### config.mk
export PLATFORM = sky130hd
export DESIGN_NAME = adc_seq_core
export DESIGN_NICKNAME = d
export VERILOG_FILES = /design/src/rtl/adc_seq_pkg.sv /design/src/rtl/adc_seq_cfg.sv /design/src/rtl/adc_seq_fsm.sv /design/src/rtl/adc_seq_ram.sv /design/src/rtl/adc_seq_core.sv
export SDC_FILE = /design/constraint.sdc
export NUM_CORES = 1
export LEC_CHECK = 0
export ABC_CLOCK_PERIOD_IN_PS = 2900
export BUFFER_PORTS_ARGS = -buffer_cell sky130_fd_sc_hd__buf_2
export CORE_ASPECT_RATIO = 0.9
export CORE_MARGIN = 4
export CORE_UTILIZATION = 45
export DETAILED_ROUTE_END_ITERATION = 10
export HOLD_SLACK_MARGIN = 0.06
export PLACE_DENSITY = 0.61
export SETUP_SLACK_MARGIN = 0.3
export SLEW_MARGIN = 20
export SYNTH_ARGS = -nofsm -noshare
export SYNTH_HDL_FRONTEND = slang
export SYNTH_SLANG_ARGS = --single-unit
### constraint.sdc
create_clock -name clk -period 2.9 [get_ports clk]
set_clock_uncertainty 0.05 [all_clocks]
set_input_delay 0.58 -clock clk [delete_from_list [all_inputs] [get_ports clk]]
set_output_delay 0.58 -clock clk [all_outputs]
set_load 0.02 [all_outputs]
### src/rtl/adc_seq_pkg.sv
package adc_seq_pkg;
  // Channel count is fixed by the 2-bit count field of the control word.
  localparam int SEQ_NCH  = 4;
  localparam int SEQ_CH_W = $clog2(SEQ_NCH);

  typedef enum logic {ST_IDLE, ST_CONV} seq_state_e;

  typedef struct packed {
    logic                pwr_down;
    logic                bank;
    logic [SEQ_CH_W-1:0] cnt_m1;
  } ctl_word_t;
endpackage

### src/rtl/adc_seq_cfg.sv
module adc_seq_cfg
  import adc_seq_pkg::*;
(
  input  logic                clk,
  input  logic                rst_n,
  input  logic                cfg_wr,
  input  ctl_word_t           cfg_word,
  output logic [SEQ_CH_W-1:0] mode_cnt,
  output logic                mode_bank,
  output logic                sleep
);
  logic [SEQ_CH_W-1:0] cnt_q, cnt_d;
  logic                bank_q, bank_d, sleep_q, sleep_d;

  always_comb begin
    cnt_d   = cnt_q;
    bank_d  = bank_q;
    sleep_d = sleep_q;
    if (cfg_wr) begin
      cnt_d   = cfg_word.cnt_m1;
      bank_d  = cfg_word.bank;
      sleep_d = cfg_word.pwr_down;
    end
  end

  always_ff @(posedge clk or negedge rst_n) begin
    if (!rst_n) begin
      cnt_q   <= '0;
      bank_q  <= 1'b0;
      sleep_q <= 1'b0;
    end else begin
      cnt_q   <= cnt_d;
      bank_q  <= bank_d;
      sleep_q <= sleep_d;
    end
  end

  assign mode_cnt  = cnt_q;
  assign mode_bank = bank_q;
  assign sleep     = sleep_q;

  // mode persists without a write
  assert_mode_hold_R2: assert property (@(posedge clk) disable iff (!rst_n)
    !cfg_wr |=> ($stable(cnt_q) && $stable(bank_q) && $stable(sleep_q)));
endmodule

### src/rtl/adc_seq_fsm.sv
module adc_seq_fsm
  import adc_seq_pkg::*;
#(
  parameter int CONV_CYCLES = 48   // at least 2
) (
  input  logic                clk,
  input  logic                rst_n,
  input  logic                start,
  input  logic                rd,
  input  logic                sleep,
  input  logic                abort,
  input  logic [SEQ_CH_W-1:0] mode_cnt,
  input  logic                mode_bank,
  output logic                active,
  output logic [SEQ_CH_W-1:0] chan,
  output logic                bank,
  output logic                cap_we,
  output logic                start_ok,
  output logic                int_n
);
  localparam int              TMR_W    = $clog2(CONV_CYCLES);
  localparam logic [TMR_W-1:0] TMR_LAST = TMR_W'(CONV_CYCLES - 1);

  seq_state_e          state_q, state_d;
  logic [TMR_W-1:0]    tmr_q, tmr_d;
  logic [SEQ_CH_W-1:0] chan_q, chan_d, last_q, last_d;
  logic                bank_q, bank_d, int_n_q, int_n_d;
  logic                at_end, seq_done;

  always_comb begin
    state_d  = state_q;
    tmr_d    = tmr_q;
    chan_d   = chan_q;
    last_d   = last_q;
    bank_d   = bank_q;
    int_n_d  = int_n_q;
    at_end   = (state_q == ST_CONV) && (tmr_q == TMR_LAST);
    start_ok = start && (state_q == ST_IDLE) && !sleep && !abort;
    cap_we   = at_end && !abort;
    seq_done = cap_we && (chan_q == last_q);
    if (start_ok) begin
      state_d = ST_CONV;
      tmr_d   = '0;
      chan_d  = '0;
      last_d  = mode_cnt;
      bank_d  = mode_bank;
    end else if (state_q == ST_CONV) begin
      if (abort) begin
        state_d = ST_IDLE;
      end else if (at_end) begin
        tmr_d = '0;
        if (seq_done) state_d = ST_IDLE;
        else          chan_d  = chan_q + 1'b1;
      end else begin
        tmr_d = tmr_q + 1'b1;
      end
    end
    if (start_ok || rd) int_n_d = 1'b1;
    if (seq_done)       int_n_d = 1'b0;
  end

  always_ff @(posedge clk or negedge rst_n) begin
    if (!rst_n) begin
      state_q <= ST_IDLE;
      tmr_q   <= '0;
      chan_q  <= '0;
      last_q  <= '0;
      bank_q  <= 1'b0;
      int_n_q <= 1'b1;
    end else begin
      state_q <= state_d;
      tmr_q   <= tmr_d;
      chan_q  <= chan_d;
      last_q  <= last_d;
      bank_q  <= bank_d;
      int_n_q <= int_n_d;
    end
  end

  assign active = (state_q == ST_CONV);
  assign chan   = chan_q;
  assign bank   = bank_q;
  assign int_n  = int_n_q;

  // timer and channel stay in range while converting
  assert_tmr_bound_R3: assert property (@(posedge clk) disable iff (!rst_n)
    active |-> (tmr_q <= TMR_LAST));
  assert_chan_bound_R3: assert property (@(posedge clk) disable iff (!rst_n)
    active |-> (chan_q <= last_q));
  // a start during a window does not restart the timer
  assert_busy_start_ignored_R8: assert property (@(posedge clk) disable iff (!rst_n)
    (active && start && !abort && !at_end) |=> (tmr_q == $past(tmr_q) + 1'b1));
  // powered down and idle stays idle
  assert_sleep_blocks_R8: assert property (@(posedge clk) disable iff (!rst_n)
    (!active && sleep) |=> !active);
  // completion raises the interrupt and ends the run
  assert_done_int_R5: assert property (@(posedge clk) disable iff (!rst_n)
    seq_done |=> (!int_n && !active));
  // accepted start clears interrupt and begins at channel 0
  assert_start_clears_int_R7: assert property (@(posedge clk) disable iff (!rst_n)
    start_ok |=> (int_n && active && chan_q == '0));
  // abort ends the run without interrupt
  assert_abort_quiet_R9: assert property (@(posedge clk) disable iff (!rst_n)
    (active && abort) |=> (!active && int_n));
endmodule

### src/rtl/adc_seq_ram.sv
module adc_seq_ram #(
  parameter int DATA_W = 14,
  parameter int N_ENT  = 4
) (
  input  logic                     clk,
  input  logic                     rst_n,
  input  logic                     we,
  input  logic [$clog2(N_ENT)-1:0] widx,
  input  logic [DATA_W-1:0]        wdata,
  input  logic                     rd,
  input  logic                     ptr_clr,
  output logic [DATA_W-1:0]        rd_data
);
  localparam int                AW      = $clog2(N_ENT);
  localparam logic [AW-1:0]     PTR_TOP = AW'(N_ENT - 1);

  logic [DATA_W-1:0] mem [N_ENT];
  logic [AW-1:0]     ptr_q, ptr_d;
  logic [DATA_W-1:0] rdat_q, rdat_d;

  for (genvar e = 0; e < N_ENT; e++) begin : g_ent
    logic ent_en;
    assign ent_en = we && (widx == AW'(e));
    always_ff @(posedge clk) begin
      if (ent_en) mem[e] <= wdata;
    end
  end

  always_comb begin
    ptr_d  = ptr_q;
    rdat_d = rdat_q;
    if (rd) begin
      rdat_d = mem[ptr_q];
      ptr_d  = (ptr_q == PTR_TOP) ? '0 : ptr_q + 1'b1;
    end
    if (ptr_clr) ptr_d = '0;
  end

  always_ff @(posedge clk or negedge rst_n) begin
    if (!rst_n) begin
      ptr_q  <= '0;
      rdat_q <= '0;
    end else begin
      ptr_q  <= ptr_d;
      rdat_q <= rdat_d;
    end
  end

  assign rd_data = rdat_q;

  // output holds without a strobe; a start rewinds the pointer
  assert_rd_hold_R6: assert property (@(posedge clk) disable iff (!rst_n)
    !rd |=> $stable(rd_data));
  assert_ptr_rewind_R6: assert property (@(posedge clk) disable iff (!rst_n)
    ptr_clr |=> (ptr_q == '0));
endmodule

### src/rtl/adc_seq_core.sv
module adc_seq_core
  import adc_seq_pkg::*;
#(
  parameter int DATA_W      = 14,
  parameter int CONV_CYCLES = 48
) (
  input  logic                clk,
  input  logic                rst_n,
  input  logic                cfg_wr,
  input  logic [3:0]          cfg_word,
  input  logic                start,
  input  logic                rd,
  input  logic [DATA_W-1:0]   cnv_data,
  output logic                cnv_active,
  output logic [SEQ_CH_W-1:0] cnv_chan,
  output logic                cnv_bank,
  output logic                sleep,
  output logic                int_n,
  output logic [DATA_W-1:0]   rd_data
);
  logic [1:0]          rst_pipe_q;
  logic                rst_int_n;
  ctl_word_t           word;
  logic [SEQ_CH_W-1:0] mode_cnt;
  logic                mode_bank, abort, cap_we, start_ok;

  // asynchronous assertion, synchronous release
  always_ff @(posedge clk or negedge rst_n) begin
    if (!rst_n) rst_pipe_q <= 2'b00;
    else        rst_pipe_q <= {rst_pipe_q[0], 1'b1};
  end
  assign rst_int_n = rst_pipe_q[1];

  assign word  = ctl_word_t'(cfg_word);
  assign abort = cfg_wr && word.pwr_down;

  adc_seq_cfg u_cfg (
    .clk(clk), .rst_n(rst_int_n), .cfg_wr(cfg_wr), .cfg_word(word),
    .mode_cnt(mode_cnt), .mode_bank(mode_bank), .sleep(sleep)
  );

  adc_seq_fsm #(.CONV_CYCLES(CONV_CYCLES)) u_fsm (
    .clk(clk), .rst_n(rst_int_n), .start(start), .rd(rd), .sleep(sleep),
    .abort(abort), .mode_cnt(mode_cnt), .mode_bank(mode_bank),
    .active(cnv_active), .chan(cnv_chan), .bank(cnv_bank),
    .cap_we(cap_we), .start_ok(start_ok), .int_n(int_n)
  );

  adc_seq_ram #(.DATA_W(DATA_W), .N_ENT(SEQ_NCH)) u_ram (
    .clk(clk), .rst_n(rst_int_n), .we(cap_we), .widx(cnv_chan),
    .wdata(cnv_data), .rd(rd), .ptr_clr(start_ok), .rd_data(rd_data)
  );

  // interrupt inactive straight out of reset
  assert_reset_int_R1: assert property (@(posedge clk) disable iff (!rst_n)
    !rst_int_n |=> int_n);
endmodule

==> results of run 1 <==
[how the worst max path moves through the flow]
| stage | to | startpoint |
|---|---|---|
| floorplan | u_ram.mem[0][0] | u_fsm.tmr_q[0] |
| global placement | u_ram.mem[1][12] | u_fsm.tmr_q[0] |
| detailed placement | u_ram.mem[1][12] | u_fsm.tmr_q[0] |
| CTS | u_ram.mem[1][13] | u_fsm.tmr_q[0] |
| global route | u_ram.mem[1][7] | u_fsm.tmr_q[0] |
| finish | u_ram.mem[1][0] | u_fsm.tmr_q[0] |
[layout make-up]
class,instances,share of cell area [%]
Multi-Input combinational cell,97,24.24
Inverter,5,0.4494
Clock inverter,6,1.708
Sequential cell,91,61.26
Timing Repair Buffer,48,6.171
Clock buffer,10,3.295
Tap cell,96,2.876
[worst reg2reg max path, delay by kind of cell, from the launching register on]
kind,cells,cell delay (ns)
flip-flops,1,0.41
adder cells (fa/ha/maj),1,0.21
AND/OR/NAND/NOR,3,1.21
[cells in the mapped netlist, types with 2 or more instances]
| master | n |
|---|---|
| mux2_2 | 12 |
| nand2_1 | 8 |
| o2bb2ai_1 | 2 |
| ha_1 | 6 |
| o31ai_1 | 2 |
| nor3_1 | 4 |
| clkbuf_1 | 2 |
| and3_1 | 4 |
| o21ai_0 | 4 |
| mux4_2 | 8 |
| mux2_4 | 8 |
| xnor2_1 | 2 |
| edfxtp_1 | 56 |
| and2_1 | 2 |
| nand3_1 | 4 |
| mux2i_1 | 2 |
| a21oi_1 | 3 |
| nor2_1 | 6 |
| inv_1 | 5 |
| dfrtp_1 | 34 |
| mux4_1 | 6 |
| buf_2 | 3 |
[cell families after synthesis]
family | Yosys count | share of synthesized area [%]
DFF | 91 | 70.23
AOI/OAI and AO/OA | 19 | 3.572
xor gates and xnor gates | 2 | 0.4809
muxes | 36 | 16.83
buffers and inverters | 12 | 1.992
adders and majority gates | 6 | 2.060
other | 1 | 0.1029
and+or+nand+nor | 33 | 4.739
[registers in the layout (all words and copies together), names as in the netlist]
register / cells
u_fsm.bank: 1
u_fsm.int_n: 1
u_cfg.mode_bank: 1
u_fsm.active: 1
u_fsm.chan: 2
u_ram.mem: 56
u_fsm.last_q: 2
u_fsm.tmr_q: 6
u_cfg.mode_cnt: 2
u_ram.rd_data: 14
u_cfg.sleep: 1
u_ram.ptr_q: 2
rst_pipe_q: 2
[power groups by stage]
stage	registers, mW	logic (mW)	clock network, mW
after global placement	1.74	0.701	0
final	1.71	0.695	0.869
after global routing	1.74	0.764	0.963
after floorplan	1.80	0.456	0
after CTS	1.71	0.708	0.900
after detailed placement	1.74	0.706	0
[per-layer routing]
metal | global-route usage, % | vias up | share of wire, %
li1 | - | 885 | -
met3 | 4.847 | 6 | 3.6
met4 | 3.236 | 0 | 0.95
met5 | 0 | - | 0
met1 | 20.24 | 888 | 48
met2 | 20.38 | 32 | 47
[what timing repair did]
| item | in CTS | in global routing |
|---|---|---|
| setup buffers | 0 | 0 |
| endpoints found under the hold margin | 2 | 0 |
| hold buffers | 1 | 0 |
==> results.ini, run 1 <==
[sta]
max-slew-margin-rel_pct = 47.08
whs_ns = 0.2838
setup_violations = 0
fin_crit_sh_pct = 77.56
tightest_slew_ns = 0.7938
drv_slew = 0
fin_ws_ns = 0.6507
setup_tns_ns = 0
hold_viol_final = 0
fin_crit_ns = 2.249
rsz0062_at_grt = no
fmaxAchievable_mhz = 444.6

[layout]
multi_input_area_sq_um = 1012
final_cells = 353
finish.utilization_pct = 54.28
regArea_sq_um = 2559
areaGrowthSynthToFinish_pct = 14.63
final_cell_mix = 56 x edfxtp_1, 42 x buf_2, 34 x dfrtp_1
drive_above_1_share_pct = 36.19
n_antenna_cell = 0
design_area_sq_um = 4177
final_nets = 281
final_common_cell = edfxtp_1
fillerInstances = 634

[yosys]
synthFlopType = edfxtp_1
ys_warn_count = 0
postSynthCellCount = 200
synth-edff-count = 56
synth_area_leaders = edfxtp_1 46%, dfrtp_1 23%, mux4_2 4.9%, mux4_1 4.3%, mux2_2 3.7%
yosysSeqAreaShare_pct = 70.23
syn_nets = 229
yosysTopAreaCellShare_pct = 46.15
yosysUniqueCellTypes = 39
syn-cell-area_sq_um = 3643
yosys.area.top_type = edfxtp_1
syn_avg_cell_area_sq_um = 18.22
ys_async_sr_fraction_pct = 38.46
synth_seq_cells = 91

[global_route]
grt_max_degree = 19
grt_use_total_pct = 13.94
overflow = 0
antenna_found_initial = 0
grt_pass1_wl_um = 9867
grt_pass1_vias = 1856

[critical_path]
slowest_stage = and3_1
crit_path_max_fanout = 14
cp.arrival_ns = 2.18
reg2reg_to = u_ram.mem[1][0]
path_class = reg2reg
critical_path.max_stage_delay_ns = 0.69
cp-end-kind = register
path_cells = ha_1 > nand3_1 > nor3_4 > and3_1
critPathRequiredTime_ns = 2.83
r2r-start = u_fsm.tmr_q[0]
startpoint_type = register
r2r_setup_slack_ns = 0.65
worst-path-buf-inv = 0
reg2reg_depth = 4
worstSetupPathDepth = 4
cpLargestDelayFamily = simple AND/OR/NAND/NOR gates

[clock_tree]
clockBufferDepth = 2
htree_levels = 3
clock-sinks = 91
clockRootBuffer = clkbuf_8
clk_pin_slew_ns = 0.09
cts_tree = built
numCtsBuffers = 9
cts_resized = 0
insertion_delay_ns = 0.35

[place]
post-place-cells = 336
place_area_sq_um = 3958
pre_cts_ws_ns = 0.6507
port_buffers = 42
place_congestion = 0.7447
hpwl_um = 3954

[routing]
wl_per_cell_um = 16.74
finalWirelength_um = 5909
drt_iter0_markers = 75
vias = 1811
dr.pass1.iters = 4
ant_nets = 0
drc_errors = 0
viasPerCell = 5.130

[power]
p_comb_share_pct = 21.3
internal_power_mw = 2.337
power_density_nw_per_um2 = 783.2
clkPwrFrac_pct = 26.6
ir_worst_vdd_mv = 0.4275
power_mw = 3.271
p_sw_mw = 0.9339
switching_share_pct = 28.55
p_leak_nw = 1.612
seq_power_share_pct = 52.2

[die]
die_area_sq_um = 9603
num_rows = 30
initial_core_util_pct = 47.35
die_w_um = 102.9
coreArea_sq_um = 7695
die_h_um = 93.37
io_pins = 43

[run_status]
status = completed

[run]
max_cap_viol_count = 0

[worst_hold_path]
hold_path_class = reg2async

(Power assumes the default switching activity.)
==> run 2: changes to the inputs <==
ABC_CLOCK_PERIOD_IN_PS = 2000   (was 2900)
PLACE_DENSITY = 0.64   (was 0.61)
clock period = 2 ns   (was 2.9 ns; I/O delays follow)
==> results.ini, run 2 (synthesized netlist as in run 1, its figures left out) <==
[run_status]
status = completed

[sta]
fin_crit_ns = 1.693
rsz0062_at_grt = yes
drv_slew = 0
fmaxAchievable_mhz = 590.6
tightest_slew_ns = 0.5557
setup_tns_ns = 0
hold_viol_final = 0
setup_violations = 0
fin_crit_sh_pct = 84.66
max-slew-margin-rel_pct = 62.71

[global_route]
overflow = 0
grt_pass1_wl_um = 10740
grt_pass1_vias = 2026
antenna_found_initial = 0
grt_max_degree = 23
grt_use_total_pct = 15.35

[clock_tree]
numCtsBuffers = 9
htree_levels = 3
clockBufferDepth = 2
clk_pin_slew_ns = 0.08
insertion_delay_ns = 0.36
cts_tree = built
clockRootBuffer = clkbuf_8
clock-sinks = 91

[run]
max_cap_viol_count = 0

[die]
die_w_um = 102.9
io_pins = 43
initial_core_util_pct = 47.35
num_rows = 30
coreArea_sq_um = 7695
die_area_sq_um = 9603
die_h_um = 93.37

[routing]
dr.pass1.iters = 4
viasPerCell = 5.425
wl_per_cell_um = 18.66
finalWirelength_um = 6754
drt_iter0_markers = 89
drc_errors = 0
ant_nets = 0
vias = 1964

[critical_path]
slowest_stage = dfrtp_1
reg2reg_depth = 5
critPathRequiredTime_ns = 2.01
cp.arrival_ns = 1.70
crit_path_max_fanout = 7
path_class = reg2reg
startpoint_type = register
critical_path.max_stage_delay_ns = 0.42
path_cells = ha_4 > nand3_4 > nor3_4 > buf_6 > and3_4
cp-end-kind = register

[place]
post-place-cells = 336
place_congestion = 0.7204
hpwl_um = 4149
port_buffers = 42

[layout]
drive_above_1_share_pct = 39.47
final_cell_mix = 56 x edfxtp_1, 42 x buf_2, 34 x dfrtp_1
final_cells = 362
n_antenna_cell = 0
regMostFlops = u_ram.mem
final_nets = 290
areaGrowthSynthToFinish_pct = 17.48
final_common_cell = edfxtp_1
largest_register_ffs = 56

[worst_hold_path]
hold_path_class = reg2async

[power]
ir_worst_vdd_mv = 0.6020
power_density_nw_per_um2 = 1099
p_leak_nw = 1.638

==> run 2: cell types whose count changed in the layout (fill, tap and decap cells not counted), sizes merged <==
cell,delta
and3,+3
bufinv,-1
buf,+6
clkbuf,+4
clkinvlp,-2
inv,-1
==> run 2: layout make-up <==
class / count / area [sq um]
well taps: 96 / 120.1
clock inverters: 2 / 11.26
clock buffers: 14 / 152.6
repair buffers: 54 / 322.8
flip-flops and latches: 91 / 2559
inverters: 5 / 18.77
multi-input cells: 100 / 1096
fillers: 631 / 3415
==> run 2: critical path, delay by kind of cell (launching register included) <==
family / cells / cell delay, ns
adder cells (fa/ha/maj): 1 / 0.18
buffers and inverters: 1 / 0.15
flip-flops: 1 / 0.42
AND/OR/NAND/NOR: 3 / 0.60
==> run 2: repair_timing <==
action / 4_1_cts / 5_1_grt
gates resized for setup: 9 / 6
setup buffers: 3 / 3
hold buffers: 1 / 0
hold endpoints to repair: 2 / 0
pin swaps: 4 / 2
cloned: 3 / 0
setup endpoints to repair: 58 / 57
==> run 2: path summary, 6_finish.rpt <==
path / start / slack, ns / endpoint
worst max-delay path: u_fsm.tmr_q[1] / 0.31 / u_ram.mem[0][9]
worst min-delay path: rst_pipe_q[1] / 0.14 / u_ram.rd_data[12]
worst max register to register: u_fsm.tmr_q[1] / 0.31 / u_ram.mem[0][9]
worst min register to register: rst_pipe_q[1] / 0.14 / u_ram.rd_data[12]
max in group asynchronous: rst_pipe_q[1] / 1.43 / u_fsm.int_n
min in group clk: cnv_data[12] / 0.21 / u_ram.mem[0][12]
==> run 2: layer usage <==
layer / routed length (um) / track usage (%) / vias to the layer above
met5: 0 / 0 / -
met4: 68 / 4.531 / 0
met3: 342 / 4.922 / 6
met2: 3195 / 22.74 / 46
met1: 3147 / 21.77 / 1007
li1: - / - / 905
==> run 2: power by group <==
group          leakage (nW)  internal (mW)  switching, mW
clock                0.0850          0.488          0.602
sequential            0.925           2.23          0.200
combinational         0.627          0.610          0.577
==> run 2: per-stage QoR <==
stage               power (mW)  utilization [%]  hold slack [ns]  cell area (sq um)  worst slack, ns
finish                   4.703            55.63           0.1431               4280           0.3068
global route             4.957            55.63           0.1721               4280           0.2727
CTS                      4.702            54.91           0.1540               4225           0.3134
detailed placement       3.594            51.66           0.1375               3975          0.06092
global placement         3.573            51.66           0.1350               3975           0.1197
floorplan                3.270                -          0.05441               3649           0.2426
==> run 3: changes to the inputs <==
ABC_CLOCK_PERIOD_IN_PS = 1400   (was 2000)
clock period = 1.4 ns   (was 2 ns; I/O delays follow)
==> results.ini, run 3 (synthesized netlist as in run 1, its figures left out) <==
[critical_path]
cp-end-kind = register
reg2reg_to = u_ram.mem[1][5]
critPathRequiredTime_ns = 1.41
r2r_setup_slack_ns = -0.22
worst-path-buf-inv = 1
path_class = reg2reg
path_cells = ha_4 > nand3_4 > nor3_4 > buf_4 > and3_4
reg2reg_depth = 5
crit_path_max_fanout = 7
cp.arrival_ns = 1.63
cpLargestDelayFamily = simple AND/OR/NAND/NOR gates
slowest_stage = dfrtp_1
critical_path.max_stage_delay_ns = 0.41
r2r-start = u_fsm.tmr_q[1]
startpoint_type = register
worstSetupPathDepth = 5

[sta]
fin_crit_ns = 1.623
setup_violations = 81
rsz0062_at_grt = yes
fin_ws_ns = -0.2229
hold_viol_final = 0
whs_ns = 0.09031
drv_slew = 0
fin_crit_sh_pct = 115.9
fmaxAchievable_mhz = 616.2

[clock_tree]
numCtsBuffers = 9
htree_levels = 3
clockBufferDepth = 2
clk_pin_slew_ns = 0.09
cts_tree = built
clockRootBuffer = clkbuf_8
insertion_delay_ns = 0.35
clock-sinks = 91

[routing]
route.met3.wl_um = 275
wl_met2_um = 3680
routedLengthMet1_um = 3181
drt_iter0_markers = 42
wl_per_cell_um = 17.52
finalWirelength_um = 7202
highest_layer = met4
drc_errors = 0
dr.pass1.iters = 4
vias = 2089
viasPerCell = 5.083
ant_nets = 0

[global_route]
antenna_found_initial = 0
grt_max_degree = 27
grt_pass1_vias = 2201
grt_pass1_wl_um = 11460
overflow = 0
grt_use_total_pct = 16.24

[layout]
regArea_sq_um = 2562
fillerInstances = 533
regMostFlops = u_ram.mem
design_area_sq_um = 5056
areaGrowthSynthToFinish_pct = 38.77
drive_above_1_share_pct = 57.78
n_antenna_cell = 0
largest_register_ffs = 56
final_cells = 411
final_nets = 339
final_common_cell = edfxtp_1
finish.utilization_pct = 65.71
final_cell_mix = 56 x edfxtp_1, 46 x buf_4, 31 x buf_6, 31 x dfrtp_1, 22 x buf_2
multi_input_area_sq_um = 1235

[power]
power_density_nw_per_um2 = 1618
p_leak_nw = 2.011
power_mw = 8.181
ir_worst_vdd_mv = 0.7891

[place]
place_area_sq_um = 4212
post-place-cells = 361
hpwl_um = 4220
place_congestion = 0.8183
port_buffers = 42

[worst_hold_path]
hold_path_class = in2reg
min_path_cells = 1
hp-start = cnv_data[9]
hold_end = u_ram.mem[0][9]

[die]
io_pins = 43
initial_core_util_pct = 47.35
coreArea_sq_um = 7695
num_rows = 30
die_area_sq_um = 9603
die_h_um = 93.37
die_w_um = 102.9

[run_status]
violations = setup timing
status = finished with violations

[run]
max_cap_viol_count = 0

run 3: area by class of cell:
cell class                      count  share of cell area [%]
Sequential cell                    91                   50.68
Multi-Input combinational cell     98                   24.42
Timing Repair Buffer              105                   17.89
Clock buffer                        9                   2.450
Tap cell                           96                   2.376
Clock inverter                      7                   1.806
Inverter                            5                  0.3712
run 3: worst max-delay path by stage:
| stage | from | to | slack, ns |
|---|---|---|---|
| global placement | u_fsm.tmr_q[1] | u_ram.mem[0][8] | -0.16 |
| CTS | u_fsm.tmr_q[1] | u_ram.mem[1][1] | -0.21 |
| global route | u_fsm.tmr_q[1] | u_ram.mem[1][5] | -0.28 |
| floorplan | u_fsm.tmr_q[0] | u_ram.mem[0][0] | -0.18 |
| detailed placement | u_fsm.tmr_q[1] | u_ram.mem[0][8] | -0.20 |
| finish | u_fsm.tmr_q[1] | u_ram.mem[1][5] | -0.22 |
run 3: routing by layer:
metal,vias up,track usage [%]
met4,0,4.531
met1,1057,21.17
met5,-,0
met2,31,26.02
met3,6,5.444
li1,995,-
run 3: timing repair:
action / in CTS / in global routing
pin swaps: 9 / 4
gates cloned: 2 / 0
endpoints found under the setup margin: 105 / 105
setup buffers: 22 / 8
hold buffers: 1 / 1
endpoints found under the hold margin: 2 / 2
resized for setup: 82 / 9
run 3: metrics by stage:
step,TNS [ns],setup slack [ns]
2_1_floorplan,-10.97,-0.1824
3_3_place_gp,-9.962,-0.1618
3_5_place_dp,-12.77,-0.2020
4_1_cts,-13.81,-0.2140
5_1_grt,-19.21,-0.2788
6_report,-14.37,-0.2229
run 3: worst reg2reg max path, delay by kind of cell, from the launching register on:
family	cells	cell delay [ns]
adder cells (fa/ha/maj)	1	0.17
flip-flops	1	0.41
AND/OR/NAND/NOR	3	0.55
buffers and inverters	1	0.16
run 3: power by group:
group / total [mW] / switching [mW] / leakage (nW) / internal, mW
clock: 1.91 / 0.906 / 0.109 / 1.00
sequential: 3.47 / 0.287 / 0.922 / 3.19
combinational: 2.80 / 1.12 / 0.980 / 1.68
total: 8.18 / 2.31 / 2.01 / 5.87
